**src/rtl/msgbus_pkg.sv**
```systemverilog
package msgbus_pkg;

  typedef enum logic [6:0] {
    ST_IDLE = 7'h01,
    ST_DATA = 7'h08,
    ST_REL  = 7'h10,
    ST_ACK  = 7'h20,
    ST_DONE = 7'h40
  } busState_e;

  typedef struct packed {
    logic shiftEn;
    logic wrEn;
  } dpCtl_t;

  localparam int REG_STATUS = 4;
  localparam int REG_STATE  = 5;

endpackage

```
**src/rtl/msgbus_ctrl.sv**
```systemverilog
module msgbus_ctrl
  import msgbus_pkg::*;
#(
  parameter int MSG_BITS = 32
) (
  input  logic      clk,
  input  logic      rstN,
  input  logic      busTick,
  input  logic      busStart,
  input  logic      sdaIn,
  input  logic      srMsb,
  input  logic      addrMatch,
  input  logic      statusWr,
  input  logic      goBit,
  input  logic      nackClrBit,
  input  logic      topByteRd,
  output dpCtl_t    ctl,
  output logic      sdaLowEn,
  output logic      irq,
  output logic      txReq,
  output logic      deafOut,
  output logic [7:0] statusByte,
  output busState_e stateOut
);

  localparam int CNT_W = $clog2(MSG_BITS);
  localparam logic [CNT_W-1:0] LAST_BIT = CNT_W'(MSG_BITS - 1);

  busState_e        state;
  logic [CNT_W-1:0] bitCnt;
  logic             master;
  logic             deaf;
  logic             request;
  logic             readPending;
  logic             nack;
  logic             startNow;
  logic             ackTick;

  assign startNow = busTick && (state == ST_IDLE) && busStart;
  assign ackTick  = busTick && (state == ST_ACK);

  always_ff @(posedge clk or negedge rstN) begin
    if (!rstN) begin
      state       <= ST_IDLE;
      bitCnt      <= '0;
      master      <= 1'b0;
      deaf        <= 1'b0;
      request     <= 1'b0;
      readPending <= 1'b0;
      nack        <= 1'b0;
    end else begin
      // processor side first; bus events below take priority
      if (statusWr && nackClrBit) nack <= 1'b0;
      if (statusWr && goBit && (state == ST_IDLE) && !startNow) request <= 1'b1;
      if (topByteRd) readPending <= 1'b0;

      if (busTick) begin
        unique case (state)
          ST_IDLE: if (busStart) begin
            state   <= ST_DATA;
            bitCnt  <= '0;
            master  <= request;
            request <= 1'b0;
            deaf    <= readPending;
          end
          ST_DATA: begin
            bitCnt <= bitCnt + 1'b1;
            if (bitCnt == LAST_BIT) state <= ST_REL;
          end
          ST_REL: state <= ST_ACK;
          ST_ACK: begin
            state <= ST_DONE;
            if (master) nack <= sdaIn;
            if (!deaf && addrMatch) readPending <= 1'b1;
          end
          ST_DONE: begin
            state  <= ST_IDLE;
            master <= 1'b0;
            deaf   <= 1'b0;
          end
          default: state <= ST_IDLE;
        endcase
      end
    end
  end

  always_comb begin
    sdaLowEn = 1'b0;
    unique case (state)
      ST_DATA: sdaLowEn = master && !srMsb;
      ST_ACK:  sdaLowEn = !deaf && addrMatch;
      default: sdaLowEn = 1'b0;
    endcase
  end

  assign ctl.shiftEn = busTick && (state == ST_DATA) && !deaf;
  assign ctl.wrEn    = (state == ST_IDLE);
  assign irq         = readPending || nack;
  assign txReq       = request;
  assign deafOut     = deaf;
  assign statusByte  = {4'b0000, request, deaf, nack, readPending};
  assign stateOut    = state;

  assert_rel_to_ack_R1: assert property (@(posedge clk) disable iff (!rstN)
    (state == ST_REL && busTick) |=> (state == ST_ACK));
  assert_done_to_idle_R1: assert property (@(posedge clk) disable iff (!rstN)
    (state == ST_DONE && busTick) |=> (state == ST_IDLE));
  assert_hold_no_tick_R1: assert property (@(posedge clk) disable iff (!rstN)
    !busTick |=> $stable(state));
  assert_recv_drive_R5: assert property (@(posedge clk) disable iff (!rstN)
    (sdaLowEn && !master) |-> (state == ST_ACK && addrMatch && !deaf));
  assert_nack_sample_R6: assert property (@(posedge clk) disable iff (!rstN)
    (ackTick && master) |=> (nack == $past(sdaIn)));
  assert_rp_clear_R8: assert property (@(posedge clk) disable iff (!rstN)
    (topByteRd && !ackTick) |=> !readPending);

endmodule

```
**src/rtl/msgbus_dp.sv**
```systemverilog
module msgbus_dp
  import msgbus_pkg::*;
#(
  parameter int MSG_BITS  = 32,
  parameter int ADDR_BITS = 3,
  parameter int REG_AW    = 3
) (
  input  logic                 clk,
  input  logic                 rstN,
  input  dpCtl_t               ctl,
  input  logic                 sdaIn,
  input  logic [ADDR_BITS-1:0] localAddr,
  input  logic                 regWr,
  input  logic [REG_AW-1:0]    regAddr,
  input  logic [7:0]           regWdata,
  input  logic [7:0]           statusByte,
  input  logic [6:0]           stateCode,
  output logic [7:0]           regRdata,
  output logic                 srMsb,
  output logic                 addrMatch
);

  localparam int N_BYTES = MSG_BITS / 8;

  logic [MSG_BITS-1:0] sr;
  logic [N_BYTES-1:0]  byteSel;

  for (genvar b = 0; b < N_BYTES; b++) begin : g_lane
    assign byteSel[b] = regWr && ctl.wrEn && (regAddr == REG_AW'(b));
  end

  always_ff @(posedge clk or negedge rstN) begin
    if (!rstN) begin
      sr <= '0;
    end else if (ctl.shiftEn) begin
      sr <= {sr[MSG_BITS-2:0], sdaIn};
    end else begin
      for (int b = 0; b < N_BYTES; b++) begin
        if (byteSel[b]) sr[b*8 +: 8] <= regWdata;
      end
    end
  end

  always_comb begin
    regRdata = 8'h00;
    for (int b = 0; b < N_BYTES; b++) begin
      if (regAddr == REG_AW'(b)) regRdata = sr[b*8 +: 8];
    end
    if (regAddr == REG_AW'(REG_STATUS)) regRdata = statusByte;
    if (regAddr == REG_AW'(REG_STATE))  regRdata = {1'b0, stateCode};
  end

  assign srMsb     = sr[MSG_BITS-1];
  assign addrMatch = (sr[MSG_BITS-1 -: ADDR_BITS] == localAddr);

  assert_shift_in_R3: assert property (@(posedge clk) disable iff (!rstN)
    ctl.shiftEn |=> (sr[0] == $past(sdaIn)));
  assert_no_write_busy_R10: assert property (@(posedge clk) disable iff (!rstN)
    (!ctl.wrEn && !ctl.shiftEn) |=> $stable(sr));

endmodule

```
**src/rtl/msgbus_node.sv**
```systemverilog
module msgbus_node
  import msgbus_pkg::*;
#(
  parameter int MSG_BITS  = 32,
  parameter int ADDR_BITS = 3
) (
  input  logic                 clk,
  input  logic                 rstN,
  input  logic                 busTick,
  input  logic                 busStart,
  input  logic                 sdaIn,
  output logic                 sdaLowEn,
  input  logic [ADDR_BITS-1:0] localAddr,
  input  logic [2:0]           regAddr,
  input  logic                 regWr,
  input  logic                 regRd,
  input  logic [7:0]           regWdata,
  output logic [7:0]           regRdata,
  output logic                 txReq,
  output logic                 irq
);

  localparam int REG_AW = 3;
  localparam logic [REG_AW-1:0] TOP_BYTE = REG_AW'(MSG_BITS / 8 - 1);

  dpCtl_t     ctl;
  logic       srMsb;
  logic       addrMatch;
  logic       deaf;
  logic [7:0] statusByte;
  busState_e  state;
  logic       statusWr;
  logic       topByteRd;

  assign statusWr  = regWr && (regAddr == REG_AW'(REG_STATUS));
  assign topByteRd = regRd && (regAddr == TOP_BYTE);

  msgbus_ctrl #(.MSG_BITS(MSG_BITS)) u_ctrl (
    .clk        (clk),
    .rstN       (rstN),
    .busTick    (busTick),
    .busStart   (busStart),
    .sdaIn      (sdaIn),
    .srMsb      (srMsb),
    .addrMatch  (addrMatch),
    .statusWr   (statusWr),
    .goBit      (regWdata[7]),
    .nackClrBit (regWdata[1]),
    .topByteRd  (topByteRd),
    .ctl        (ctl),
    .sdaLowEn   (sdaLowEn),
    .irq        (irq),
    .txReq      (txReq),
    .deafOut    (deaf),
    .statusByte (statusByte),
    .stateOut   (state)
  );

  msgbus_dp #(.MSG_BITS(MSG_BITS), .ADDR_BITS(ADDR_BITS), .REG_AW(REG_AW)) u_dp (
    .clk        (clk),
    .rstN       (rstN),
    .ctl        (ctl),
    .sdaIn      (sdaIn),
    .localAddr  (localAddr),
    .regWr      (regWr),
    .regAddr    (regAddr),
    .regWdata   (regWdata),
    .statusByte (statusByte),
    .stateCode  (state),
    .regRdata   (regRdata),
    .srMsb      (srMsb),
    .addrMatch  (addrMatch)
  );

  assert_deaf_holds_R4: assert property (@(posedge clk) disable iff (!rstN)
    (deaf && state == ST_DATA) |=> ($stable(srMsb) && $stable(addrMatch)));

endmodule

```
**config.mk**
```make
export PLATFORM = sky130hd
export DESIGN_NAME = msgbus_node
export DESIGN_NICKNAME = d
export VERILOG_FILES = /design/src/rtl/msgbus_pkg.sv /design/src/rtl/msgbus_ctrl.sv /design/src/rtl/msgbus_dp.sv /design/src/rtl/msgbus_node.sv
export SDC_FILE = /design/constraint.sdc
export NUM_CORES = 1
export LEC_CHECK = 0
export BUFFER_PORTS_ARGS = -buffer_cell sky130_fd_sc_hd__clkbuf_2
export CAP_MARGIN = 30
export CELL_PAD_IN_SITES_DETAIL_PLACEMENT = 1
export CELL_PAD_IN_SITES_GLOBAL_PLACEMENT = 1
export CORE_MARGIN = 2
export CORE_UTILIZATION = 49
export DETAILED_ROUTE_END_ITERATION = 10
export GPL_TIMING_DRIVEN = 0
export HOLD_SLACK_MARGIN = 0.1
export PLACE_DENSITY_LB_ADDON = 0.1
export SYNTH_ARGS = -nofsm -noshare
export SYNTH_HDL_FRONTEND = slang
export SYNTH_SLANG_ARGS = --single-unit
```
**constraint.sdc**
```tcl
create_clock -name clk -period 4.5 [get_ports clk]
set_input_delay 0.675 -clock clk [delete_from_list [all_inputs] [get_ports clk]]
set_output_delay 0.675 -clock clk [all_outputs]
set_load 0.02 [all_outputs]
```
==> summary.md, run 1 <==
| Metric | Value |
|---|---|
| Status | `complete, no violations` |
| Die Y-Extent | `~80 um` |
| Post-CTS Hold Fix Bufs | `0` |
| Fin Hold WS | `approximately 0.34 ns` |
| DRC Markers | `0` |
| Root Driver | `clkbuf_8` |
| Wl on met1 | `between 3000 and 4000 um` |
| Final TNS setup | `0 ns` |
| Met3 wire length | `416 um` |
| Final GP Congestion | `between 0.8 and 0.9` |
| Worst-Skew Late Latency | `just over 0.3 ns` |
| Area of the multi-input gates | `0.00144 mm2` |
| Chip width | `slightly below 80 um` |
| Unrepaired setup endpoints after global routing | `false` |
| Initial antenna violation count | `0` |
| Seq/Total Area, Yosys | `0.431` |
| CP max FO | `10` |
| Setup bufs post-CTS | `0` |
| Nets | `340` |
| Post-route cell area | `between 0.003 and 0.004 mm2` |
| Metal2 WL | `3870 um` |
| Post-Syn Instances | `~280` |
| Post-CTS resize count | `0` |
| Final ANT Viol Nets | `0` |
| Final setup viols | `0` |
| DR vias | `about 2300` |
| Setup Skew | `around 0.013 ns` |
| Total CTS buffers | `5` |
| Crit. End Element | `output port` |
| Setup CP Type | `input port to output port` |
| Post-DP Area | `0.00299 mm2` |
| Register-to-register setup slack | `2.44 ns` |
| Maxcap violations | `0` |
| Top sig layer | `met4` |
| Final Max Slew Viols | `0` |
| # H-tree levels | `2` |
| Commonest non-fill, non-tap cell in the layout | `dfrtp_1` |
| Wirelength per Cell | `between 20 and 25 um` |
| Pin count of the biggest net entering global routing | `29` |
| Pwr dens | `roughly 530 mW/mm2` |
| Reg-to-reg critical path endpoint | `u_dp.sr[11]$_DFFE_PN0P_` |
| Fin crit share | `0.667` |
| First-pass DRT Iterations | `4` |
| Initial DRC count | `approximately 170` |
| Seq. cell area | `0.00118 mm2` |
| Slew @ Worst Pin | `between 0.5 and 0.6 ns` |
| Worst VDD drop | `0.263 mV` |
| Reg clk slew, reported paths | `roughly 0.10 ns` |
| ANT cells | `0` |
| Core Rows | `27` |
| IO Port Bufs | `30` |
| Dominant synthesized flop cell | `dfrtp_1` |
| Global-route total usage across every layer | `0.286` |
| Syn avg cell area | `9.79 um2` |
| # fillers | `648` |
| Clk sinks | `47` |
| Async set-reset flop share out of synthesis | `1.00` |
| Post-synth EDFFs | `0` |
| Critical path required time | `around 3.8 ns` |
| First-pass GRT wire length | `~13000 um` |
| CP startpoint kind | `input port` |
| Area growth from synthesis to layout | `13.0%` |
| R2r worst-path depth | `7` |
| Net count after synthesis | `~300` |
| Yosys reg bits | `47` |
| Vias per cell | `between 5 and 6` |
| Leakage power | `1.58 nW` |
| Die ar. | `between 0.006 and 0.007 mm2` |
| Core Footprint | `about 0.0054 mm2` |
| WL final | `approximately 8000 um` |
| Post-Syn Area | `0.00273 mm2` |
| # IOs | `32` |
| Relative slew slack | `0.599` |
| Ys Warns | `0` |
| Hold Fails Final Rpt | `0` |
| Total grt overflow | `0` |
| Initial Utilization | `0.502` |
| Vias in the first global route | `between 2000 and 2500` |
| Clk buf depth | `2` |
| Distinct cell type count after synthesis | `44` |
| Class of the worst hold path | `input port to async pin` |
| TritonCTS clock tree | `built` |
| DP HPWL | `roughly 5900 um` |
| Final core occ | `0.568` |
| Layout cells sized above 1 | `0.211` |
| Fin crit period | `between 3 and 4 ns` |
| Most frequent cells in the layout | `46 x dfrtp_1, 41 x nor2_1, 40 x mux2i_1` |
| Max Freq | `between 0.3 and 0.4 GHz` |
| Worst Path Arrival | `2.33 ns` |
| FF-to-FF Start | `u_ctrl.stateOut[4]$_DFFE_PN0P_` |
where the power goes:
part           switching [W]  internal, W  leakage, nW
combinational       0.000316     0.000265        0.967
sequential          0.000171     0.000596        0.564
clock               0.000153     0.000126       0.0516
metal layers:
layer	up-vias	track usage
li1	1086	-
met2	63	0.454
met5	-	0
met3	6	0.0471
met4	0	0.0825
met1	1181	0.406
sequential cells by signal, summed over array words and instances (netlist names):
signal              cells
u_ctrl.nack             1
u_ctrl.deafOut          1
u_ctrl.readPending      1
u_ctrl.stateOut         5
u_ctrl.master           1
u_ctrl.bitCnt           5
u_ctrl.txReq            1
u_dp.sr                32
synthesized netlist by cell type (3+ instances only):
| cell | count | area [um2] |
|---|---|---|
| nand3_1 | 8 | 40.0 |
| nand4_1 | 3 | 18.8 |
| o21ai_0 | 10 | 50.1 |
| mux2_2 | 3 | 33.8 |
| xor2_1 | 5 | 43.8 |
| nand2_1 | 14 | 52.6 |
| dfrtp_1 | 46 | 1150 |
| mux4_2 | 4 | 90.1 |
| o2bb2ai_1 | 3 | 26.3 |
| o22ai_1 | 3 | 18.8 |
| buf_2 | 8 | 40.0 |
| mux2i_1 | 40 | 400 |
| a31oi_1 | 4 | 25.0 |
| a21oi_1 | 35 | 175 |
| and3_1 | 6 | 37.5 |
| nor2_1 | 41 | 154 |
| inv_1 | 5 | 18.8 |
| nor3b_1 | 3 | 22.5 |
| clkbuf_1 | 7 | 26.3 |
area by class of cell:
| type | count | area share |
|---|---|---|
| Multi-Input combinational cell | 208 | 0.465 |
| Clock buffer | 6 | 0.0267 |
| Clock inverter | 2 | 0.00446 |
| Buffer | 19 | 0.0324 |
| Inverter | 5 | 0.00608 |
| Tap cell | 72 | 0.0292 |
| Timing Repair Buffer | 31 | 0.0551 |
| Sequential cell | 47 | 0.381 |
worst max-delay path by stage:
stage,from,end,cells after the start
after global routing,regAddr[1],regRdata[3],6
after detailed placement,regAddr[1],regRdata[3],6
after global placement,regAddr[1],regRdata[3],6
after CTS,regAddr[1],regRdata[3],6
after floorplan,regAddr[1],regRdata[3],5
final,regAddr[1],regRdata[3],6
logic make-up (layout without fill, tap and decap cells):
| group | Yosys count | after routing | synth area share |
|---|---|---|---|
| AND/OR/NAND/NOR | 90 | 90 | 0.172 |
| AO/OA/AOI/OAI | 63 | 63 | 0.131 |
| multiplexers | 48 | 48 | 0.197 |
| flip-flops | 47 | 47 | 0.431 |
| buffers and inverters | 24 | 63 | 0.0435 |
| XOR/XNOR | 5 | 5 | 0.0160 |
| adder cells (fa/ha/maj) | 2 | 2 | 0.00916 |
critical path, stage by stage:
cell      delay, ns
clkbuf_1       0.38
buf_1          0.48
mux4_2         0.41
nand2_1        0.08
o21ai_0        0.11
clkbuf_2       0.18
through the flow:
stage,setup slack (ns),power (W),std cells
2_1_floorplan,1.96,0.00114,279
6_report,1.50,0.00163,390
4_1_cts,1.51,0.00163,390
5_1_grt,1.42,0.00174,390
3_3_place_gp,1.56,0.00131,381
3_5_place_dp,1.51,0.00135,382
Power figures use the tool's default switching activity.
==> run 2, diff against run 1 <==
--- a/config.mk
+++ b/config.mk
@@ -5,12 +5,13 @@
 export SDC_FILE = /design/constraint.sdc
 export NUM_CORES = 1
 export LEC_CHECK = 0
+export ABC_AREA = 1
 export BUFFER_PORTS_ARGS = -buffer_cell sky130_fd_sc_hd__clkbuf_2
 export CAP_MARGIN = 30
 export CELL_PAD_IN_SITES_DETAIL_PLACEMENT = 1
 export CELL_PAD_IN_SITES_GLOBAL_PLACEMENT = 1
 export CORE_MARGIN = 2
-export CORE_UTILIZATION = 49
+export CORE_UTILIZATION = 38
 export DETAILED_ROUTE_END_ITERATION = 10
 export GPL_TIMING_DRIVEN = 0
 export HOLD_SLACK_MARGIN = 0.1
==> constraint.sdc (replaced) <==
create_clock -name clk -period 2.7 [get_ports clk]
set_input_delay 0.405 -clock clk [delete_from_list [all_inputs] [get_ports clk]]
set_output_delay 0.405 -clock clk [all_outputs]
set_load 0.02 [all_outputs]
==> summary.md, run 2 <==
| Metric | Value |
|---|---|
| Status | `complete, no violations` |
| Maxcap violations | `0 (unchanged)` |
| Post-Syn Instances | `379 (+36%)` |
| Async set-reset flop share out of synthesis | `1.00 (unchanged)` |
| Yosys reg bits | `47 (unchanged)` |
| Post-CTS Hold Fix Bufs | `0 (unchanged)` |
| Syn avg cell area | `7.23 um2 (-26%)` |
| Core Rows | `30 (+11%)` |
| Pwr dens | `792 mW/mm2 (+50%)` |
| # fillers | `902 (+39%)` |
| Most frequent cells after synthesis | `117 x nand3_1, 110 x nand2_1, 46 x dfrtp_1` |
| Most frequent cells in the layout | `117 x nand3_1, 110 x nand2_1, 46 x dfrtp_1` |
| IO Port Bufs | `30 (unchanged)` |
| Worst-Skew Late Latency | `0.30 ns (about the same)` |
| Crit. End Element | `output port` |
| WL final | `9560 um (+19%)` |
| Comb pwr share | `0.342 (-0.015)` |
| Slew @ Worst Pin | `0.684 ns (+0.0912 ns)` |
| Wirelength per Cell | `18.6 um (-10%)` |
| Dominant cell by count in the synthesized netlist | `nand3_1` |
| TritonCTS clock tree | `built` |
| Total grt overflow | `0 (unchanged)` |
| Relative slew slack | `0.544 (-0.0552)` |
| Pin count of the biggest net entering global routing | `26 (-10%)` |
| Post-synth EDFFs | `0 (unchanged)` |
| Final core occ | `0.456 (-0.112)` |
| Synth area leaders | `dfrtp_1 42%, nand3_1 21%, nand2_1 15%` |
| Initial antenna violation count | `0 (unchanged)` |
| Fin Hold WS | `0.121 ns (-0.223 ns)` |
| Commonest non-fill, non-tap cell in the layout | `nand3_1` |
| Post-Syn Area | `0.00274 mm2 (+0.23%)` |
| Yosys top cell area share | `0.420 (-0.000962)` |
| Reg clk slew, reported paths | `0.09 ns (about the same)` |
| Net Sw Power | `0.00101 W (+58%)` |
| Max FFs per register | `32 (unchanged)` |
| Reg with most FFs | `u_dp.sr` |
| Vias per cell | `5.48 (-8.5%)` |
| Power, Total | `0.00248 W (+52%)` |
| DRC Markers | `0 (unchanged)` |
| Core Footprint | `0.00687 mm2 (+26%)` |
| # H-tree levels | `2 (unchanged)` |
| Hold Fails Final Rpt | `0 (unchanged)` |
| Met1 GRT Util | `0.386 (-0.0199)` |
| Clk sinks | `47 (unchanged)` |
| Max Freq | `between 0.4 and 0.5 GHz` |
| Switching share of power | `0.409 (+0.0147)` |
| Worst Path Arrival | `1.71 ns (-0.62 ns)` |
| Die ar. | `0.00790 mm2 (+28%)` |
| DR vias | `2818 (+21%)` |
| Setup bufs post-CTS | `0 (unchanged)` |
| Final Max Slew Viols | `0 (unchanged)` |
| Net count after synthesis | `402 (+33%)` |
| Setup CP Type | `input port to output port` |
| Dominant synthesized flop cell | `dfrtp_1` |
| Final ANT Viol Nets | `0 (unchanged)` |
| Clk buf depth | `2 (unchanged)` |
| CP startpoint kind | `input port` |
| Vias in the first global route | `2746 (+11%)` |
| Total CTS buffers | `5 (unchanged)` |
| Root Driver | `clkbuf_8` |
| First-pass DRT Iterations | `4 (unchanged)` |
| Dominant cell type by area after synthesis | `dfrtp_1` |
| Seq pwr share | `0.465 (-0.006)` |
| Distinct cell type count after synthesis | `28 (-36%)` |
| Critical path required time | `2.30 ns (-1.53 ns)` |
| Final GP Congestion | `0.867 (+2.3%)` |
| Cells after DPL | `506 (+32%)` |
| GRT met3 Usage | `0.0295 (-0.0176)` |
| Initial Utilization | `0.399 (-0.104)` |
| DP HPWL | `7120 um (+20%)` |
| Class of the worst hold path | `input port to async pin` |
| Ys Warns | `0 (unchanged)` |
| Unrepaired setup endpoints after global routing | `false` |
| # IOs | `32 (unchanged)` |
| Critical-path cell list | `clkbuf_2 > inv_1 > nand2_2 > nor2_1 > nand2_1 > nand3_1 > nor2_1 > a21oi_1 > clkbuf_2` |
| CP max FO | `5 (-5)` |
| GR Layer Usage met2 | `0.398 (-0.0556)` |
| Final TNS setup | `0 ns (unchanged)` |
| Fin crit period | `2.12 ns` |
| Final setup viols | `0 (unchanged)` |
| Chip width | `88.9 um (+13%)` |
| Nets | `440 (+29%)` |
| Leakage power | `1.55 nW (-1.9%)` |
| First-pass GRT wire length | `15100 um (+14%)` |
| Slowest CP cell | `nor2_1` |
| Non-filler cells, final | `514 (+32%)` |
| Worst VDD drop | `0.270 mV (+2.8%)` |
| Fin crit share | `0.784` |
| Area growth from synthesis to layout | `14.3%` |
| Layer with the highest usage | `met2` |
| Initial DRC count | `177 (+3.5%)` |
| Post-CTS resize count | `0 (unchanged)` |
| Setup Skew | `0.00914 ns (-0.00402 ns)` |
| CP peak stage delay | `0.30 ns (-0.18 ns)` |
| Pint | `0.00147 W (+49%)` |
| Layout cells sized above 1 | `0.163 (-0.0480)` |
| Global-route total usage across every layer | `0.259 (-0.0275)` |
| ANT cells | `0 (unchanged)` |
| Clock Power Share | `0.193 (+0.021)` |
| Seq/Total Area, Yosys | `0.430 (-0.000984)` |
| Die Y-Extent | `88.9 um (+13%)` |
## run 2: changes by cell type after synthesis, moves of 4 or more
cell / change
nand3_1: +109
nand2_1: +96
mux2i_1: -39
a21oi_1: -33
nor2_1: -19
inv_1: +18
clkbuf_1: -7
and3_1: -5
inv_2: +5
a31oi_1: -4
mux4_2: -4
## run 2: cell type report
| type | instances | area (um2) | share of cell area |
|---|---|---|---|
| buffer | 11 | 61.3 | 0.0196 |
| clock buffer | 8 | 100 | 0.0320 |
| inverter | 29 | 109 | 0.0348 |
| multi-input combinational | 292 | 1390 | 0.445 |
| sequential | 47 | 1180 | 0.376 |
| tap | 96 | 120 | 0.0384 |
| timing repair buffer | 31 | 170 | 0.0544 |
## run 2: power by group through the flow
stage                     registers, W  logic (W)  clock network (W)
after floorplan                0.00110   0.000583                  0
after global placement         0.00116   0.000815                  0
after detailed placement       0.00116   0.000852                  0
after CTS                      0.00115   0.000854           0.000501
after global routing           0.00118   0.000946           0.000531
final                          0.00115   0.000847           0.000478
## run 2: layer usage
metal  wire length (um)  part of all wire
met1               4670              0.49
met5                  0                 0
met4                124             0.013
met2               4280              0.45
met3                482             0.050
## run 2: through the flow
step / setup WS, ns / area, um2
2_1_floorplan: 0.969 / 2740
3_3_place_gp: 0.610 / 3010
3_5_place_dp: 0.578 / 3030
4_1_cts: 0.579 / 3130
5_1_grt: 0.389 / 3130
6_report: 0.584 / 3130
## run 2: cells by family after synthesis
group / after synthesis / synth area share
buffers and inverters: 40 / 0.0621
xor gates and xnor gates: 2 / 0.00640
adders and majority gates: 2 / 0.00914
DFF: 47 / 0.430
muxes: 1 / 0.00365
and+or+nand+nor: 272 / 0.460
AOI/OAI and AO/OA: 15 / 0.0283
## run 2: path summary, 6_finish.rpt
kind | from | end | slack, ns | depth (start not counted)
min in group clk | sdaIn | u_ctrl.nack$_DFF_PN0_ | 0.34 | 3
max reg2reg | u_ctrl.stateOut[0]$_DFFE_PN1P_ | u_dp.sr[5]$_DFFE_PN0P_ | 0.87 | 6
max | regAddr[2] | regRdata[1] | 0.58 | 9
min | rstN | u_ctrl.stateOut[6]$_DFFE_PN0P_ | 0.12 | 1
min reg2reg | u_ctrl.bitCnt[4]$_DFFE_PN0P_ | u_ctrl.bitCnt[4]$_DFFE_PN0P_ | 0.49 | 2
max in group asynchronous | rstN | u_ctrl.stateOut[0]$_DFFE_PN1P_ | 1.93 | 2
## run 2: critical path: cells and delay by family
kind                   cells  cell delay [ns]
and+or+nand+nor            5             0.74
AOI/OAI and AO/OA          1             0.14
buffers and inverters      3             0.42
==> run 3, diff against run 2 <==
==> constraint.sdc (replaced) <==
create_clock -name clk -period 1.8 [get_ports clk]
set_input_delay 0.27 -clock clk [delete_from_list [all_inputs] [get_ports clk]]
set_output_delay 0.27 -clock clk [all_outputs]
set_load 0.02 [all_outputs]
==> summary.md, run 3 (synthesized netlist as in run 2, its figures left out) <==
| Metric | Value |
|---|---|
| # H-tree levels | `2 (unchanged)` |
| Worst Path Arrival | `1.49 ns (-0.22 ns)` |
| Vias in the first global route | `2803 (+2.1%)` |
| Pint | `0.00226 W (+54%)` |
| Critical path required time | `1.53 ns (-0.77 ns)` |
| FF-to-FF Start | `u_ctrl.stateOut[5]$_DFFE_PN0P_` |
| Total grt overflow | `0 (unchanged)` |
| Max Freq | `0.570 GHz` |
| Comb pwr share | `0.362 (+0.020)` |
| Nets | `448 (+1.8%)` |
| Chip width | `88.9 um (unchanged)` |
| Final core occ | `0.475 (+0.0193)` |
| Pwr dens | `1190 mW/mm2 (+50%)` |
| DP HPWL | `7120 um (unchanged)` |
| Worst VDD drop | `0.406 mV (+50%)` |
| Hold Fails Final Rpt | `0 (unchanged)` |
| Initial antenna violation count | `0 (unchanged)` |
| Place WS | `-0.0517 ns (-0.630 ns)` |
| Class of the worst hold path | `input port to flop` |
| Initial Utilization | `0.399 (unchanged)` |
| ANT cells | `0 (unchanged)` |
| Reg clk slew, reported paths | `0.10 ns (about the same)` |
| Root Driver | `clkbuf_8` |
| Wirelength per Cell | `19.0 um (+2.2%)` |
| TritonCTS clock tree | `built` |
| Slew @ Worst Pin | `0.691 ns (+0.00707 ns)` |
| Final Max Slew Viols | `0 (unchanged)` |
| CP max FO | `4 (-1)` |
| # fillers | `899 (-0.33%)` |
| Setup Skew | `0.0155 ns (+0.00641 ns)` |
| Setup CP Type | `flop to output port` |
| Core Rows | `30 (unchanged)` |
| Final setup viols | `0 (unchanged)` |
| Leakage power | `1.60 nW (+2.9%)` |
| Total CTS buffers | `5 (unchanged)` |
| Seq. cell area | `0.00118 mm2 (+0.32%)` |
| CP startpoint kind | `flop` |
| Min-delay src | `sdaIn` |
| Global-route total usage across every layer | `0.261 (+0.00233)` |
| Core Footprint | `0.00687 mm2 (unchanged)` |
| Fin crit share | `0.975` |
| First-pass DRT Iterations | `4 (unchanged)` |
| Max FFs per register | `32 (unchanged)` |
| Most frequent cells in the layout | `114 x nand3_1, 109 x nand2_1, 43 x dfrtp_1` |
| Switching share of power | `0.414 (+0.00556)` |
| Pin count of the biggest net entering global routing | `26 (unchanged)` |
| Clock Power Share | `0.189 (-0.004)` |
| Clk sinks | `47 (unchanged)` |
| Unrepaired setup endpoints after global routing | `true` |
| Layout cells sized above 1 | `0.211 (+0.0486)` |
| Die Y-Extent | `88.9 um (unchanged)` |
| IO Port Bufs | `30 (unchanged)` |
| Critical path launch point | `u_ctrl.stateOut[5]$_DFFE_PN0P_` |
| WL final | `9920 um (+3.8%)` |
| Relative slew slack | `0.539 (-0.00471)` |
| Area of the multi-input gates | `0.00145 mm2 (+3.9%)` |
| Commonest non-fill, non-tap cell in the layout | `nand3_1` |
| Seq pwr share | `0.448 (-0.017)` |
| Vias per cell | `5.54 (+1.1%)` |
| Clk buf depth | `2 (unchanged)` |
| Maxcap violations | `0 (unchanged)` |
| Worst-Skew Late Latency | `0.31 ns (about the same)` |
| Crit. End Element | `output port` |
| DR vias | `2894 (+2.7%)` |
| DRC Markers | `0 (unchanged)` |
| Final setup margin | `0.0449 ns (-0.539 ns)` |
| First-pass GRT wire length | `15300 um (+1.0%)` |
| Net Sw Power | `0.00160 W (+58%)` |
| Reg with most FFs | `u_dp.sr` |
| # IOs | `32 (unchanged)` |
| Initial DRC count | `240 (+36%)` |
| Final TNS setup | `0 ns (unchanged)` |
| Status | `complete, no violations` |
| Final GP Congestion | `0.867 (unchanged)` |
| Final ANT Viol Nets | `0 (unchanged)` |
| Die ar. | `0.00790 mm2 (unchanged)` |
| Area growth from synthesis to layout | `19.1%` |
| Fin crit period | `~1.8 ns` |
run 3: power groups by stage:
stage / sequential, W / clock, W / combinational [W]
after global routing: 0.00176 / 0.000797 / 0.00155
after detailed placement: 0.00174 / 0 / 0.00128
after floorplan: 0.00165 / 0 / 0.000874
after CTS: 0.00172 / 0.000751 / 0.00133
after global placement: 0.00173 / 0 / 0.00122
final: 0.00173 / 0.000732 / 0.00140
run 3: worst max-delay path: stages, from the launching register on:
cell     delay (ns)
dfrtp_2        0.46
nor2_4         0.17
nand4_1        0.15
nor2_1         0.11
nand2_1        0.06
nand2_1        0.08
buf_4          0.14
run 3: timing repair:
item                                    CTS  global route
hold buffers                              1             0
endpoints found under the hold margin    22             0
endpoints found under the setup margin    4            41
pin swaps                                 1             4
gates cloned                              0             1
gates resized for setup                   7            19
buffers inserted                          2             4
run 3: final timing paths:
check	endpoint	slack, ns	cells after the start
worst max-delay path	sdaLowEn	0.04	6
worst min-delay path	u_ctrl.nack$_DFF_PN0_	0.20	3
worst max register to register	u_dp.sr[12]$_DFFE_PN0P_	0.08	6
worst min register to register	u_ctrl.bitCnt[4]$_DFFE_PN0P_	0.49	2
max in group asynchronous	u_ctrl.stateOut[0]$_DFFE_PN1P_	0.62	3
min in group asynchronous	u_ctrl.stateOut[6]$_DFFE_PN0P_	0.53	2
run 3: stage by stage:
step | total power (W) | instance area (um2) | hold WS (ns) | instances
floorplan | 0.00252 | 2740 | -0.0256 | 379
global placement | 0.00296 | 3010 | 0.463 | 505
detailed placement | 0.00302 | 3030 | 0.334 | 506
CTS | 0.00380 | 3170 | 0.190 | 517
global route | 0.00411 | 3260 | 0.229 | 522
finish | 0.00387 | 3260 | 0.201 | 522
run 3: area by class of cell:
type | instances | share of cell area
multi-input cells | 293 | 0.443
plain buffers | 11 | 0.0188
inverters | 29 | 0.0341
clock buffers | 8 | 0.0307
repair buffers | 38 | 0.0744
flip-flops and latches | 47 | 0.362
well taps | 96 | 0.0368
run 3: metal layers:
metal  vias to the layer above  routed length (um)  global-route usage
li1                       1354                   -                   -
met1                      1446                4720               0.384
met2                        82                4580               0.403
met3                        12                 483              0.0369
met4                         0                 141              0.0730
met5                         -                   0                   0
